===== src/rtl/pbt_pkg.sv =====
package pbt_pkg;

  localparam int BANK_W = 2;

  // next bank index, wrapping at the allocated bank count
  function automatic logic [1:0] bank_next(input logic [1:0] idx, input logic [1:0] nb);
    logic [2:0] s;
    s = {1'b0, idx} + 3'd1;
    if (s >= {1'b0, nb}) s = 3'd0;
    return s[1:0];
  endfunction

  // idx + off modulo nb, with idx < nb and off < nb
  function automatic logic [1:0] bank_add(input logic [1:0] idx, input logic [1:0] off,
                                          input logic [1:0] nb);
    logic [2:0] s;
    s = {1'b0, idx} + {1'b0, off};
    if (s >= {1'b0, nb}) s = s - {1'b0, nb};
    return s[1:0];
  endfunction

endpackage


===== src/rtl/pbt_cfg_check.sv =====
module pbt_cfg_check #(
  parameter int CNT_W      = 11,
  parameter int MAX_BANKS  = 3,
  parameter int MAX_PSIZE  = 1024,
  parameter int FIFO_BYTES = 1536
) (
  input  logic             clk,
  input  logic             rst,
  input  logic             alloc_req,
  input  logic             dir_in,
  input  logic [1:0]       cfg_banks,
  input  logic [CNT_W-1:0] cfg_psize,
  output logic             dir_q,
  output logic [1:0]       nb_q,
  output logic [CNT_W-1:0] psize_q,
  output logic [CNT_W-1:0] cap_q,
  output logic             ok_q
);
  localparam logic [1:0]       NB_LIM   = 2'(MAX_BANKS);
  localparam logic [CNT_W-1:0] PS_LIM   = CNT_W'(MAX_PSIZE);
  localparam logic [CNT_W+1:0] FIFO_LIM = (CNT_W+2)'(FIFO_BYTES);

  logic [CNT_W+1:0] prod;
  logic             fits;

  always_comb begin
    prod = (CNT_W+2)'(cfg_banks) * (CNT_W+2)'(cfg_psize);
    fits = (cfg_banks != 2'd0) && (cfg_banks <= NB_LIM) &&
           (cfg_psize != '0) && (cfg_psize <= PS_LIM) && (prod <= FIFO_LIM);
  end

  always_ff @(posedge clk) begin
    if (rst) begin
      dir_q <= 1'b0; nb_q <= '0; psize_q <= '0; cap_q <= '0; ok_q <= 1'b0;
    end else if (alloc_req) begin
      dir_q   <= dir_in;
      nb_q    <= cfg_banks;
      psize_q <= cfg_psize;
      cap_q   <= prod[CNT_W-1:0];
      ok_q    <= fits;
    end
  end

  p_ok_limits_r1: assert property (@(posedge clk) disable iff (rst)
    ok_q |-> (nb_q != 2'd0 && nb_q <= NB_LIM && psize_q != '0 && psize_q <= PS_LIM));
  p_alloc_latch_r1: assert property (@(posedge clk) disable iff (rst)
    alloc_req |=> (nb_q == $past(cfg_banks) && psize_q == $past(cfg_psize)));
endmodule


===== src/rtl/pbt_bank_ctrl.sv =====
module pbt_bank_ctrl
  import pbt_pkg::*;
#(
  parameter int MAX_BANKS = 3
) (
  input  logic       clk,
  input  logic       rst,
  input  logic       clear,
  input  logic       en,
  input  logic       dir_in,
  input  logic [1:0] nb,
  input  logic       sw_release,
  input  logic       bus_done,
  input  logic       bus_pid,
  input  logic       evt_en,
  output logic [1:0] cur_q,
  output logic [1:0] busy_q,
  output logic [1:0] toggle,
  output logic       evt_q,
  output logic       rel_ok
);
  logic             done_ok, up, dn, out_tog_q;
  logic [1:0]       busy_n, wr_idx;
  logic [MAX_BANKS-1:0] tog_q;

  always_comb begin
    rel_ok  = en && sw_release && (dir_in ? (busy_q != 2'd0) : (busy_q < nb));
    done_ok = en && bus_done   && (dir_in ? (busy_q < nb)    : (busy_q != 2'd0));
    up      = dir_in ? done_ok : rel_ok;
    dn      = dir_in ? rel_ok  : done_ok;
    busy_n  = busy_q + {1'b0, up} - {1'b0, dn};
    wr_idx  = bank_add(cur_q, busy_q, nb);
    toggle  = {1'b0, dir_in ? tog_q[cur_q] : out_tog_q};
  end

  always_ff @(posedge clk) begin
    if (rst || clear) begin
      cur_q <= '0; busy_q <= '0; out_tog_q <= 1'b0; evt_q <= 1'b0;
    end else begin
      busy_q <= busy_n;
      if (rel_ok) cur_q <= bank_next(cur_q, nb);
      if (done_ok && !dir_in) out_tog_q <= ~out_tog_q;
      evt_q <= evt_en && (dir_in ? (busy_n == 2'd0 && busy_q != 2'd0)
                                 : (busy_n == nb && busy_q != nb));
    end
  end

  // one stored toggle per bank for received packets
  for (genvar b = 0; b < MAX_BANKS; b++) begin : g_tog
    always_ff @(posedge clk) begin
      if (rst || clear) tog_q[b] <= 1'b0;
      else if (done_ok && dir_in && wr_idx == 2'(b)) tog_q[b] <= bus_pid;
    end
  end

  p_busy_bound_r5: assert property (@(posedge clk) disable iff (rst)
    en |-> busy_q <= nb);
  p_cur_range_r4: assert property (@(posedge clk) disable iff (rst)
    en |-> (cur_q < nb && cur_q != 2'd3));
  p_busy_step_r5: assert property (@(posedge clk) disable iff (rst)
    !$past(clear) |-> (2'(busy_q - $past(busy_q)) != 2'd2));
  p_evt_pulse_r11: assert property (@(posedge clk) disable iff (rst)
    evt_q |=> !evt_q);
endmodule


===== src/rtl/pbt_byte_ctr.sv =====
module pbt_byte_ctr #(
  parameter int CNT_W = 11
) (
  input  logic             clk,
  input  logic             rst,
  input  logic             clear,
  input  logic             en,
  input  logic             dir_in,
  input  logic             sw_byte,
  input  logic             bus_byte,
  input  logic             rel_ok,
  input  logic [1:0]       busy,
  input  logic [1:0]       nb,
  input  logic [CNT_W-1:0] psize,
  input  logic [CNT_W-1:0] cap,
  output logic [CNT_W-1:0] cnt_q,
  output logic [CNT_W-1:0] fill_q
);
  logic inc, dec;

  always_comb begin
    if (dir_in) begin
      inc = bus_byte && busy < nb && cnt_q < cap;
      dec = sw_byte && busy != 2'd0 && cnt_q != '0;
    end else begin
      inc = sw_byte && busy < nb && fill_q < psize;
      dec = bus_byte && busy != 2'd0 && cnt_q != '0;
    end
    inc = inc && en;
    dec = dec && en;
  end

  always_ff @(posedge clk) begin
    if (rst || clear) begin
      cnt_q <= '0; fill_q <= '0;
    end else begin
      cnt_q <= cnt_q + CNT_W'(inc) - CNT_W'(dec);
      if (rel_ok) fill_q <= '0;
      else if (inc && !dir_in) fill_q <= fill_q + 1'b1;
    end
  end

  p_cnt_cap_r3: assert property (@(posedge clk) disable iff (rst)
    en |-> cnt_q <= cap);
  p_fill_bound_r6: assert property (@(posedge clk) disable iff (rst)
    en |-> fill_q <= psize);
endmodule


===== src/rtl/pipe_bank_tracker.sv =====
module pipe_bank_tracker #(
  parameter int CNT_W      = 11,
  parameter int MAX_BANKS  = 3,
  parameter int MAX_PSIZE  = 1024,
  parameter int FIFO_BYTES = 1536
) (
  input  logic             clk,
  input  logic             rst,
  input  logic             dir_in,
  input  logic             alloc_req,
  input  logic [1:0]       cfg_banks,
  input  logic [CNT_W-1:0] cfg_psize,
  input  logic             sw_byte,
  input  logic             bus_byte,
  input  logic             sw_release,
  input  logic             bus_done,
  input  logic             bus_pid,
  input  logic             stall_rx,
  input  logic             pipe_err,
  input  logic             evt_en,
  output logic [CNT_W-1:0] byte_count,
  output logic [1:0]       cur_bank,
  output logic [1:0]       busy_banks,
  output logic             rw_allowed,
  output logic [1:0]       data_toggle,
  output logic             cfg_ok,
  output logic             bank_evt
);
  logic             dir_q, rel_ok, rw_n;
  logic [1:0]       nb_q, cur_q, cur_d1;
  logic [CNT_W-1:0] psize_q, cap_q, cnt_q, cnt_d1, fill_q;

  pbt_cfg_check #(.CNT_W(CNT_W), .MAX_BANKS(MAX_BANKS), .MAX_PSIZE(MAX_PSIZE),
                  .FIFO_BYTES(FIFO_BYTES)) cfg_i (
    .clk(clk), .rst(rst), .alloc_req(alloc_req), .dir_in(dir_in),
    .cfg_banks(cfg_banks), .cfg_psize(cfg_psize), .dir_q(dir_q), .nb_q(nb_q),
    .psize_q(psize_q), .cap_q(cap_q), .ok_q(cfg_ok));

  pbt_bank_ctrl #(.MAX_BANKS(MAX_BANKS)) bank_i (
    .clk(clk), .rst(rst), .clear(alloc_req), .en(cfg_ok), .dir_in(dir_q), .nb(nb_q),
    .sw_release(sw_release), .bus_done(bus_done), .bus_pid(bus_pid), .evt_en(evt_en),
    .cur_q(cur_q), .busy_q(busy_banks), .toggle(data_toggle), .evt_q(bank_evt),
    .rel_ok(rel_ok));

  pbt_byte_ctr #(.CNT_W(CNT_W)) cnt_i (
    .clk(clk), .rst(rst), .clear(alloc_req), .en(cfg_ok), .dir_in(dir_q),
    .sw_byte(sw_byte), .bus_byte(bus_byte), .rel_ok(rel_ok), .busy(busy_banks),
    .nb(nb_q), .psize(psize_q), .cap(cap_q), .cnt_q(cnt_q), .fill_q(fill_q));

  always_comb begin
    rw_n = cfg_ok && !stall_rx && !pipe_err &&
           (dir_q ? (busy_banks != 2'd0) : (busy_banks < nb_q && fill_q < psize_q));
  end

  // flag one stage behind state, count and bank index one stage behind the flag
  always_ff @(posedge clk) begin
    if (rst) begin
      rw_allowed <= 1'b0; cnt_d1 <= '0; byte_count <= '0; cur_d1 <= '0; cur_bank <= '0;
    end else begin
      rw_allowed <= rw_n;
      cnt_d1     <= cnt_q;
      byte_count <= cnt_d1;
      cur_d1     <= cur_q;
      cur_bank   <= cur_d1;
    end
  end

  p_rw_block_r8: assert property (@(posedge clk) disable iff (rst)
    (stall_rx || pipe_err) |=> !rw_allowed);
  p_rw_needs_cfg_r1: assert property (@(posedge clk) disable iff (rst)
    !cfg_ok |=> !rw_allowed);
  p_toggle_msb_r10: assert property (@(posedge clk) disable iff (rst)
    data_toggle[1] == 1'b0);
endmodule


===== config.mk =====
export PLATFORM = sky130hd
export DESIGN_NAME = pipe_bank_tracker
export DESIGN_NICKNAME = d
export VERILOG_FILES = /design/src/rtl/pbt_pkg.sv /design/src/rtl/pbt_cfg_check.sv /design/src/rtl/pbt_bank_ctrl.sv /design/src/rtl/pbt_byte_ctr.sv /design/src/rtl/pipe_bank_tracker.sv
export SDC_FILE = /design/constraint.sdc
export NUM_CORES = 1
export LEC_CHECK = 0
export BUFFER_PORTS_ARGS = -buffer_cell sky130_fd_sc_hd__buf_2
export CAP_MARGIN = 20
export CORE_MARGIN = 4
export CORE_UTILIZATION = 54
export CTS_CLUSTER_SIZE = 16
export DETAILED_ROUTE_END_ITERATION = 10
export GPL_TIMING_DRIVEN = 0
export PLACE_DENSITY = 0.88
export SLEW_MARGIN = 5
export SYNTH_ARGS = -nofsm -noshare
export SYNTH_HDL_FRONTEND = slang
export SYNTH_SLANG_ARGS = --single-unit

===== constraint.sdc =====
create_clock -name clk -period 3.8 [get_ports clk]
set_clock_uncertainty 0.2 [all_clocks]
set_input_delay 0.19 -clock clk [delete_from_list [all_inputs] [get_ports clk]]
set_output_delay 0.19 -clock clk [all_outputs]
set_load 0.005 [all_outputs]

==> results of run 1 <==
==> final cells by class <==
type / instances / area, µm²
multi-input cells: 413 / 3090
fillers: 603 / 2870
flip-flops and latches: 84 / 1700
repair buffers: 76 / 513
inverters: 52 / 198
well taps: 108 / 135
clock buffers: 10 / 128
clock inverters: 6 / 96.3
plain buffers: 17 / 70.1
==> registers in the layout, indices dropped and copies added, names as in the netlist <==
name and count:
cfg_i.cap_q 11, cnt_i.fill_q 11, cur_d1 2, cnt_d1 11, bank_i.cur_q 2, cfg_i.psize_q 11, bank_i.evt_q 1, bank_i.busy_q 2
cfg_i.ok_q 1, bank_i.tog_q 3, bank_i.out_tog_q 1, cur_bank 2, rw_allowed 1, cnt_i.cnt_q 11, cfg_i.nb_q 2, byte_count 11
cfg_i.dir_q 1
==> worst paths after layout <==
check	to	slack, ps	depth (start not counted)
worst max-delay path	cnt_i.cnt_q[8]$_SDFF_PP0_	70	18
worst min-delay path	bank_i.out_tog_q$_SDFFE_PP0P_	90	4
worst max register to register	cnt_i.cnt_q[8]$_SDFF_PP0_	70	18
worst min register to register	byte_count[10]$_SDFF_PP0_	240	1
==> synthesized netlist by cell type (2+ instances only) <==
cell / n
sky130_fd_sc_hd__nor2_1: 88
sky130_fd_sc_hd__dfxtp_1: 84
sky130_fd_sc_hd__ha_1: 55
sky130_fd_sc_hd__inv_1: 52
sky130_fd_sc_hd__a21oi_1: 32
sky130_fd_sc_hd__mux2i_1: 30
sky130_fd_sc_hd__and2_1: 23
sky130_fd_sc_hd__xnor2_1: 19
sky130_fd_sc_hd__nand2_1: 18
sky130_fd_sc_hd__nor2b_1: 17
sky130_fd_sc_hd__o21ai_0: 14
sky130_fd_sc_hd__clkbuf_1: 13
sky130_fd_sc_hd__a21o_1: 11
sky130_fd_sc_hd__nand2b_1: 9
sky130_fd_sc_hd__nand3_1: 9
sky130_fd_sc_hd__a211oi_1: 8
sky130_fd_sc_hd__and3_1: 7
sky130_fd_sc_hd__nand4_1: 5
sky130_fd_sc_hd__fa_1: 4
sky130_fd_sc_hd__nor3_1: 4
sky130_fd_sc_hd__o211ai_1: 4
sky130_fd_sc_hd__or3_1: 4
sky130_fd_sc_hd__a21boi_0: 3
sky130_fd_sc_hd__a21oi_2: 3
sky130_fd_sc_hd__a221oi_1: 3
sky130_fd_sc_hd__a31oi_1: 3
sky130_fd_sc_hd__nor4_1: 3
sky130_fd_sc_hd__xor2_1: 3
sky130_fd_sc_hd__buf_1: 2
sky130_fd_sc_hd__nor3b_1: 2
sky130_fd_sc_hd__nor4bb_1: 2
sky130_fd_sc_hd__o211a_1: 2
sky130_fd_sc_hd__o311a_1: 2
sky130_fd_sc_hd__o31ai_1: 2
==> routing by layer <==
layer	up-vias	GRT usage (%)
met5	-	0
met4	0	13.5
met3	65	3.76
met2	196	43.0
met1	2173	28.5
li1	2116	-
==> cell families (layout without fill, tap and decap cells) <==
family	Yosys count	after routing
AOI/OAI and AO/OA	101	101
xor gates and xnor gates	22	22
muxes	30	30
adders and majority gates	59	59
and+or+nand+nor	200	200
other	1	1
buffers and inverters	69	161
DFF	84	84
==> what timing repair did <==
| action | 4_1_cts | 5_1_grt |
|---|---|---|
| pin swaps | 6 | 17 |
| endpoints found under the hold margin | 21 | 0 |
| setup buffers | 6 | 9 |
| hold buffers | 19 | 0 |
| setup endpoints to repair | 4 | 6 |
| resized for setup | 19 | 23 |
==> report_power, final <==
group          switching [mW]  total [mW]  internal, mW
combinational           0.164       0.283         0.118
clock                   0.349       0.727         0.378
sequential             0.0138       0.911         0.897
total                   0.527        1.92          1.39
==> worst max-delay path, delay by kind of cell, from the launching register on <==
family	cells	cell delay [ps]
flip-flops	1	380
AND/OR/NAND/NOR	3	600
AO/OA/AOI/OAI	9	1400
buffers and inverters	3	250
adder cells (fa/ha/maj)	3	780
==> metrics.txt, run 1 <==
# TYPE chip_impl_metric gauge
chip_impl_metric{name="grt_max_degree",unit=""} 16
chip_impl_metric{name="post-place-ws",unit="ps"} -541
chip_impl_metric{name="post_synth_mux_area_share",unit="%"} 6.11
chip_impl_info{name="timing_worst_setup_path_type",value="reg2reg"} 1
chip_impl_info{name="worst_hold_startpoint",value="bus_done"} 1
chip_impl_metric{name="detailedRoute.firstIterationViolations",unit=""} 265
chip_impl_metric{name="initial_antenna_violation_count",unit=""} 0
chip_impl_info{name="synth_top_family_by_area",value="simple AND/OR/NAND/NOR gates"} 1
chip_impl_info{name="final_common_cell",value="sky130_fd_sc_hd__nor2_1"} 1
chip_impl_metric{name="power.ir.vdd_worst",unit="µV"} 190
chip_impl_metric{name="synth-adder-area-share",unit="%"} 15.6
chip_impl_metric{name="max_freq",unit="MHz"} 268
chip_impl_metric{name="final-setup-viol-count",unit=""} 0
chip_impl_metric{name="first_global_vias",unit=""} 4413
chip_impl_metric{name="report.final.slew_viol_count",unit=""} 0
chip_impl_metric{name="post_route_cells_drive_above_1_share",unit="%"} 17.6
chip_impl_metric{name="standard_cell_row_count",unit=""} 34
chip_impl_info{name="netlist_top_cells_area",value="sky130_fd_sc_hd__dfxtp_1 (34%), sky130_fd_sc_hd__ha_1 (14%), sky130_fd_sc_hd__nor2_1 (6.7%), sky130_fd_sc_hd__mux2i_1 (6.1%), sky130_fd_sc_hd__inv_1 (4.0%)"} 1
chip_impl_metric{name="drt-pass1-iter-count",unit=""} 5
chip_impl_metric{name="detailroute.wirelength.met2",unit="µm"} 6620
chip_impl_info{name="ctsRootBufferMaster",value="sky130_fd_sc_hd__clkbuf_8"} 1
chip_impl_metric{name="floorplan.die.width",unit="µm"} 103
chip_impl_metric{name="finalHoldViolCount",unit=""} 0
chip_impl_metric{name="maxSlewHeadroom",unit="%"} 53.0
chip_impl_metric{name="core_region_area",unit="µm²"} 8810
chip_impl_info{name="topRoutingLayerUsed",value="met4"} 1
chip_impl_metric{name="place_inst",unit=""} 716
chip_impl_metric{name="wl_per_cell",unit="µm"} 17.3
chip_impl_info{name="crit_chain",value="inv_4, ha_4, a21oi_4, buf_4, o2111ai_2, or3_4, a21oi_4, a21o_1, ha_2, inv_2, fa_2, nand2b_4, a21oi_4, o21ai_2, a21oi_2, o211ai_1, a21oi_2, nor3b_2"} 1
chip_impl_metric{name="floorplan.initialDensity",unit="%"} 55.8
chip_impl_metric{name="cts.path.max_buffers",unit=""} 2
chip_impl_metric{name="drv.max_cap_violation_count",unit=""} 0
chip_impl_metric{name="synth.yosys.seq_area_share",unit="%"} 34.2
chip_impl_metric{name="synth-simple-area-share",unit="%"} 20.4
chip_impl_metric{name="p_total",unit="mW"} 1.92
chip_impl_metric{name="clock-sinks",unit=""} 84
chip_impl_metric{name="post_drt_via_cell_ratio",unit=""} 5.94
chip_impl_metric{name="syn_to_final_growth",unit="%"} 20.8
chip_impl_info{name="crit_start_category",value="flop"} 1
chip_impl_metric{name="design.die.area",unit="µm²"} 10700
chip_impl_metric{name="synthesis.yosys.warnings",unit=""} 0
chip_impl_info{name="final_cell_mix",value="sky130_fd_sc_hd__nor2_1 (87), sky130_fd_sc_hd__dfxtp_1 (77), sky130_fd_sc_hd__ha_1 (51), sky130_fd_sc_hd__inv_1 (48), sky130_fd_sc_hd__buf_2 (43)"} 1
chip_impl_metric{name="vias",unit=""} 4550
chip_impl_metric{name="synthesis.instances",unit=""} 566
chip_impl_metric{name="post-route-min-period",unit="ps"} 3730
chip_impl_info{name="crit_path_end_kind",value="flop"} 1
chip_impl_metric{name="groute.usage.overall",unit="%"} 24.5
chip_impl_metric{name="post_synthesis_share_of_cell_area_spent_on_xor_and_xnor_gates",unit="%"} 3.92
chip_impl_metric{name="yosys_register_bits",unit=""} 84
chip_impl_metric{name="synth-edff-count",unit=""} 0
chip_impl_metric{name="power.density_cell_area",unit="nW/µm²"} 324
chip_impl_metric{name="gpl.final_weighted_congestion",unit=""} 0.936
chip_impl_metric{name="cp.required",unit="ps"} 3840
chip_impl_metric{name="max_slew.worst_pin.slew",unit="ps"} 705
chip_impl_metric{name="synth_compound_gate_area_share",unit="%"} 14.3
chip_impl_metric{name="placed_cell_area",unit="µm²"} 5260
chip_impl_metric{name="cts.htree.levels",unit=""} 3
chip_impl_metric{name="num_io_pins",unit=""} 45
chip_impl_metric{name="proportion_of_synthesized_flip_flops_having_asynchronous_set_or_reset",unit="%"} 0
chip_impl_metric{name="grt_overflow_total",unit=""} 0
chip_impl_metric{name="grt_pass1_wl",unit="µm"} 20600
chip_impl_metric{name="syn-num-nets",unit=""} 650
chip_impl_metric{name="met3_length",unit="µm"} 657
chip_impl_metric{name="worst_slack",unit="ps"} 73.9
chip_impl_metric{name="clkLatencyLatePin",unit="ps"} 360
chip_impl_metric{name="mappedNetlistArea",unit="µm²"} 4910
chip_impl_info{name="rr_startpoint",value="cfg_i.nb_q[1]$_SDFFE_PP0P_"} 1
chip_impl_info{name="setup.worst_path.start",value="cfg_i.nb_q[1]$_SDFFE_PP0P_"} 1
chip_impl_metric{name="worst_path_largest_cell_delay",unit="ps"} 380
chip_impl_metric{name="fin_crit_sh",unit="%"} 98.1
chip_impl_info{name="synth_ff_type",value="sky130_fd_sc_hd__dfxtp_1"} 1
chip_impl_metric{name="chipHeight",unit="µm"} 103
chip_impl_info{name="synth_top_area_cell",value="sky130_fd_sc_hd__dfxtp_1"} 1
chip_impl_metric{name="drt.antenna.violating_nets",unit=""} 0
chip_impl_metric{name="fin_util",unit="%"} 67.4
chip_impl_metric{name="synthesis.area_per_instance",unit="µm²"} 8.68
chip_impl_info{name="run_status",value="complete, no violations"} 1
chip_impl_metric{name="final_design_area_no_fill",unit="µm²"} 5930
chip_impl_metric{name="buffers_added_on_ports",unit=""} 42
chip_impl_metric{name="final_cell_count_no_fill",unit=""} 766
chip_impl_metric{name="place_hpwl",unit="µm"} 8460
chip_impl_info{name="rsz0062_at_grt",value="true"} 1
chip_impl_info{name="holdCritPathClass",value="in2reg"} 1
chip_impl_metric{name="fin_hold_ws",unit="ps"} 86.6
chip_impl_metric{name="n_antenna_cell",unit=""} 0
chip_impl_metric{name="cts.reportedPaths.clkPinSlew",unit="ps"} 90
chip_impl_metric{name="critical_path_peak_fanout",unit=""} 3
chip_impl_metric{name="cts_inserted_buffers",unit=""} 9
chip_impl_metric{name="drc",unit=""} 0
chip_impl_metric{name="netlist.area_leader.share",unit="%"} 34.2
chip_impl_info{name="crit_top_cell",value="sky130_fd_sc_hd__a21oi_4"} 1
chip_impl_info{name="cts_tree",value="built"} 1
chip_impl_info{name="critical-path-slowest-cell",value="sky130_fd_sc_hd__dfxtp_4"} 1
chip_impl_metric{name="p_leak",unit="nW"} 2.66
chip_impl_metric{name="drt-met1-wl",unit="µm"} 5360
chip_impl_metric{name="totalNegativeSetupSlack",unit="ps"} 0
chip_impl_metric{name="num-nets-final",unit=""} 737
chip_impl_metric{name="totalWireLength",unit="µm"} 13200
chip_impl_metric{name="worst_ep_arrival",unit="ps"} 3760
chip_impl_metric{name="library_cells_used_by_synthesis",unit=""} 60
Note: power is estimated with default switching activity, not from simulation.
==> run 2, diff against run 1 <==
--- a/config.mk
+++ b/config.mk
@@ -7,6 +7,7 @@
 export LEC_CHECK = 0
 export BUFFER_PORTS_ARGS = -buffer_cell sky130_fd_sc_hd__buf_2
 export CAP_MARGIN = 20
+export CORE_ASPECT_RATIO = 0.5
 export CORE_MARGIN = 4
 export CORE_UTILIZATION = 54
 export CTS_CLUSTER_SIZE = 16
==> run 2 against run 1 <==
Compared with the run above: global-route usage up 2.5 points; critical path depth did not move; combinational power grew 3%; sequential power about the same; cell area rose by 0.48%; non-clock buffer count fell by 4; core utilization increased by 0.62 points; sequential cell count unchanged; hold slack worse by 45 ps; critical path type unchanged.
==> metrics.txt, run 2 (synthesis results as in run 1) <==
# TYPE chip_impl_metric gauge
chip_impl_info{name="run_status",value="complete, no violations"} 1
chip_impl_metric{name="cts.reportedPaths.clkPinSlew",unit="ps"} 60
chip_impl_metric{name="critical_path_peak_fanout",unit=""} 3
chip_impl_metric{name="floorplan.die.width",unit="µm"} 143
chip_impl_info{name="final_common_cell",value="sky130_fd_sc_hd__nor2_1"} 1
chip_impl_metric{name="wl_per_cell",unit="µm"} 19.2
chip_impl_info{name="rr_startpoint",value="cfg_i.nb_q[1]$_SDFFE_PP0P_"} 1
chip_impl_info{name="cts_tree",value="built"} 1
chip_impl_metric{name="drt.antenna.violating_nets",unit=""} 0
chip_impl_metric{name="fillerInstances",unit=""} 566
chip_impl_metric{name="gpl.final_weighted_congestion",unit=""} 0.865
chip_impl_metric{name="place_inst",unit=""} 725
chip_impl_metric{name="final_cell_count_no_fill",unit=""} 772
chip_impl_info{name="final_cell_mix",value="sky130_fd_sc_hd__nor2_1 (87), sky130_fd_sc_hd__dfxtp_1 (80), sky130_fd_sc_hd__ha_1 (52), sky130_fd_sc_hd__inv_1 (48), sky130_fd_sc_hd__buf_2 (44)"} 1
chip_impl_metric{name="vias",unit=""} 4744
chip_impl_metric{name="cts.htree.levels",unit=""} 3
chip_impl_metric{name="initial_antenna_violation_count",unit=""} 0
chip_impl_metric{name="switching_share",unit="%"} 26.9
chip_impl_metric{name="grt_pass1_wl",unit="µm"} 22900
chip_impl_metric{name="maxSlewHeadroom",unit="%"} 51.2
chip_impl_metric{name="num-nets-final",unit=""} 733
chip_impl_metric{name="worst_ep_arrival",unit="ps"} 3810
chip_impl_info{name="worstHoldEndpoint",value="cnt_i.cnt_q[2]$_SDFF_PP0_"} 1
chip_impl_info{name="crit_start_category",value="flop"} 1
chip_impl_metric{name="grt_max_degree",unit=""} 14
chip_impl_metric{name="r2r_setup_slack",unit="ps"} 4
chip_impl_metric{name="fin_crit_sh",unit="%"} 99.9
chip_impl_metric{name="buffers_added_on_ports",unit=""} 42
chip_impl_metric{name="p_int",unit="mW"} 1.51
chip_impl_metric{name="finalHoldViolCount",unit=""} 0
chip_impl_metric{name="max_slew.worst_pin.slew",unit="ps"} 729
chip_impl_metric{name="detailedRoute.firstIterationViolations",unit=""} 550
chip_impl_metric{name="post_route_cells_drive_above_1_share",unit="%"} 16.7
chip_impl_info{name="timing_worst_setup_path_type",value="reg2reg"} 1
chip_impl_metric{name="fin_hold_ws",unit="ps"} 42.0
chip_impl_metric{name="power.density_cell_area",unit="nW/µm²"} 347
chip_impl_metric{name="switchingPower",unit="mW"} 0.557
chip_impl_metric{name="power_share_of_the_combinational_group",unit="%"} 14.1
chip_impl_metric{name="cp.required",unit="ps"} 3810
chip_impl_metric{name="clkLatencyLatePin",unit="ps"} 360
chip_impl_metric{name="post_drt_via_cell_ratio",unit=""} 6.15
chip_impl_metric{name="power.ir.vdd_worst",unit="µV"} 271
chip_impl_metric{name="p_leak",unit="nW"} 2.68
chip_impl_metric{name="post-route-min-period",unit="ps"} 3800
chip_impl_metric{name="clock-sinks",unit=""} 84
chip_impl_metric{name="drv.max_cap_violation_count",unit=""} 0
chip_impl_info{name="ctsRootBufferMaster",value="sky130_fd_sc_hd__clkbuf_16"} 1
chip_impl_metric{name="drt-pass1-iter-count",unit=""} 6
chip_impl_metric{name="final-setup-viol-count",unit=""} 0
chip_impl_metric{name="grt_overflow_total",unit=""} 0
chip_impl_metric{name="max_freq",unit="MHz"} 263
chip_impl_metric{name="first_global_vias",unit=""} 4651
chip_impl_info{name="holdCritPathClass",value="in2reg"} 1
chip_impl_info{name="rsz0062_at_grt",value="true"} 1
chip_impl_metric{name="cts.path.max_buffers",unit=""} 2
chip_impl_metric{name="clockPowerShare",unit="%"} 41.7
chip_impl_metric{name="num_io_pins",unit=""} 45
chip_impl_metric{name="floorplan.initialDensity",unit="%"} 56.0
chip_impl_metric{name="syn_to_final_growth",unit="%"} 21.4
chip_impl_metric{name="core_region_area",unit="µm²"} 8770
chip_impl_metric{name="drc",unit=""} 0
chip_impl_metric{name="cts_inserted_buffers",unit=""} 9
chip_impl_info{name="crit_path_end_kind",value="flop"} 1
chip_impl_metric{name="place_hpwl",unit="µm"} 8530
chip_impl_metric{name="groute.usage.overall",unit="%"} 27.0
chip_impl_info{name="worst_hold_startpoint",value="alloc_req"} 1
chip_impl_metric{name="totalWireLength",unit="µm"} 14800
chip_impl_metric{name="design.die.area",unit="µm²"} 10800
chip_impl_metric{name="reg2regPathDepth",unit=""} 18
chip_impl_metric{name="standard_cell_row_count",unit=""} 24
chip_impl_metric{name="report.final.slew_viol_count",unit=""} 0
chip_impl_metric{name="chipHeight",unit="µm"} 75.4
chip_impl_metric{name="power.share.sequential",unit="%"} 44.2
chip_impl_metric{name="worstHoldPathCells",unit=""} 4
chip_impl_info{name="worstReg2RegEnd",value="cnt_i.cnt_q[8]$_SDFF_PP0_"} 1
## run 2: final cells by class
type	count	area [µm²]	area share, %
diodes	1	2.50	0.0420
plain buffers	17	70.1	1.17
clock buffers	12	267	4.47
clock inverters	4	22.5	0.378
inverters	52	200	3.36
multi-input cells	413	3080	51.6
flip-flops and latches	84	1700	28.5
well taps	117	146	2.45
repair buffers	72	480	8.06
## run 2: routing by layer
metal / part of all wire, % / track usage (%) / up-vias
li1: - / - / 2104
met1: 38 / 29.7 / 2209
met2: 46 / 45.8 / 305
met3: 9.0 / 10.3 / 126
met4: 6.5 / 16.1 / 0
met5: 0 / 0 / -
## run 2: worst max-delay path, stage by stage (launching register included)
cell	delay, ps
sky130_fd_sc_hd__dfxtp_4	380
sky130_fd_sc_hd__inv_4	50
sky130_fd_sc_hd__ha_4	220
sky130_fd_sc_hd__a21oi_4	180
sky130_fd_sc_hd__nand2_2	110
sky130_fd_sc_hd__nor4bb_4	370
sky130_fd_sc_hd__nand2_1	140
sky130_fd_sc_hd__a221oi_2	220
sky130_fd_sc_hd__a21o_1	170
sky130_fd_sc_hd__ha_2	200
sky130_fd_sc_hd__inv_2	40
sky130_fd_sc_hd__fa_2	340
sky130_fd_sc_hd__nand2b_4	160
sky130_fd_sc_hd__a21oi_4	150
sky130_fd_sc_hd__o21ai_2	90
sky130_fd_sc_hd__a21oi_2	200
sky130_fd_sc_hd__o211ai_1	150
sky130_fd_sc_hd__a21oi_1	200
sky130_fd_sc_hd__nor3b_2	70
## run 2: how the worst max path moves through the flow
stage                                  startpoint                    endpoint  cells after the start
detailed placement     cfg_i.nb_q[1]$_SDFFE_PP0P_   cnt_i.cnt_q[8]$_SDFF_PP0_                     17
global route           cfg_i.nb_q[1]$_SDFFE_PP0P_   cnt_i.cnt_q[8]$_SDFF_PP0_                     18
floorplan              cfg_i.nb_q[1]$_SDFFE_PP0P_  cnt_i.cnt_q[10]$_SDFF_PP0_                     17
CTS                 cfg_i.psize_q[8]$_SDFFE_PP0P_   cnt_i.cnt_q[8]$_SDFF_PP0_                     18
finish                 cfg_i.nb_q[1]$_SDFFE_PP0P_   cnt_i.cnt_q[8]$_SDFF_PP0_                     18
global placement       cfg_i.nb_q[1]$_SDFFE_PP0P_  cnt_i.cnt_q[10]$_SDFF_PP0_                     17
## run 2: stage by stage
step / TNS, ps / cell area [µm²] / setup WS (ps) / power (mW) / util [%]
after detailed placement: -1690 / 5270 / -584 / 1.17 / 60.1
after floorplan: 0 / 4910 / 168 / 1.10 / -
after global routing: -348 / 5960 / -145 / 2.12 / 68.0
after CTS: 0 / 5840 / 1.31 / 2.03 / 66.6
after global placement: -1160 / 5270 / -424 / 1.16 / 60.1
final: 0 / 5960 / 4.12 / 2.07 / 68.0
## run 2: repair_timing
action / CTS / global route
setup buffers: 4 / 8
hold buffers: 18 / 0
endpoints found under the setup margin: 5 / 5
gates resized for setup: 17 / 21
hold endpoints to repair: 20 / 0
pin swaps: 4 / 11
## run 2: power groups by stage
| stage | Clock (mW) | Combinational (mW) | Sequential (mW) |
|---|---|---|---|
| finish | 0.862 | 0.292 | 0.913 |
| global route | 0.891 | 0.314 | 0.914 |
| CTS | 0.851 | 0.264 | 0.913 |
| detailed placement | 0 | 0.235 | 0.932 |
| global placement | 0 | 0.225 | 0.931 |
| floorplan | 0 | 0.171 | 0.928 |
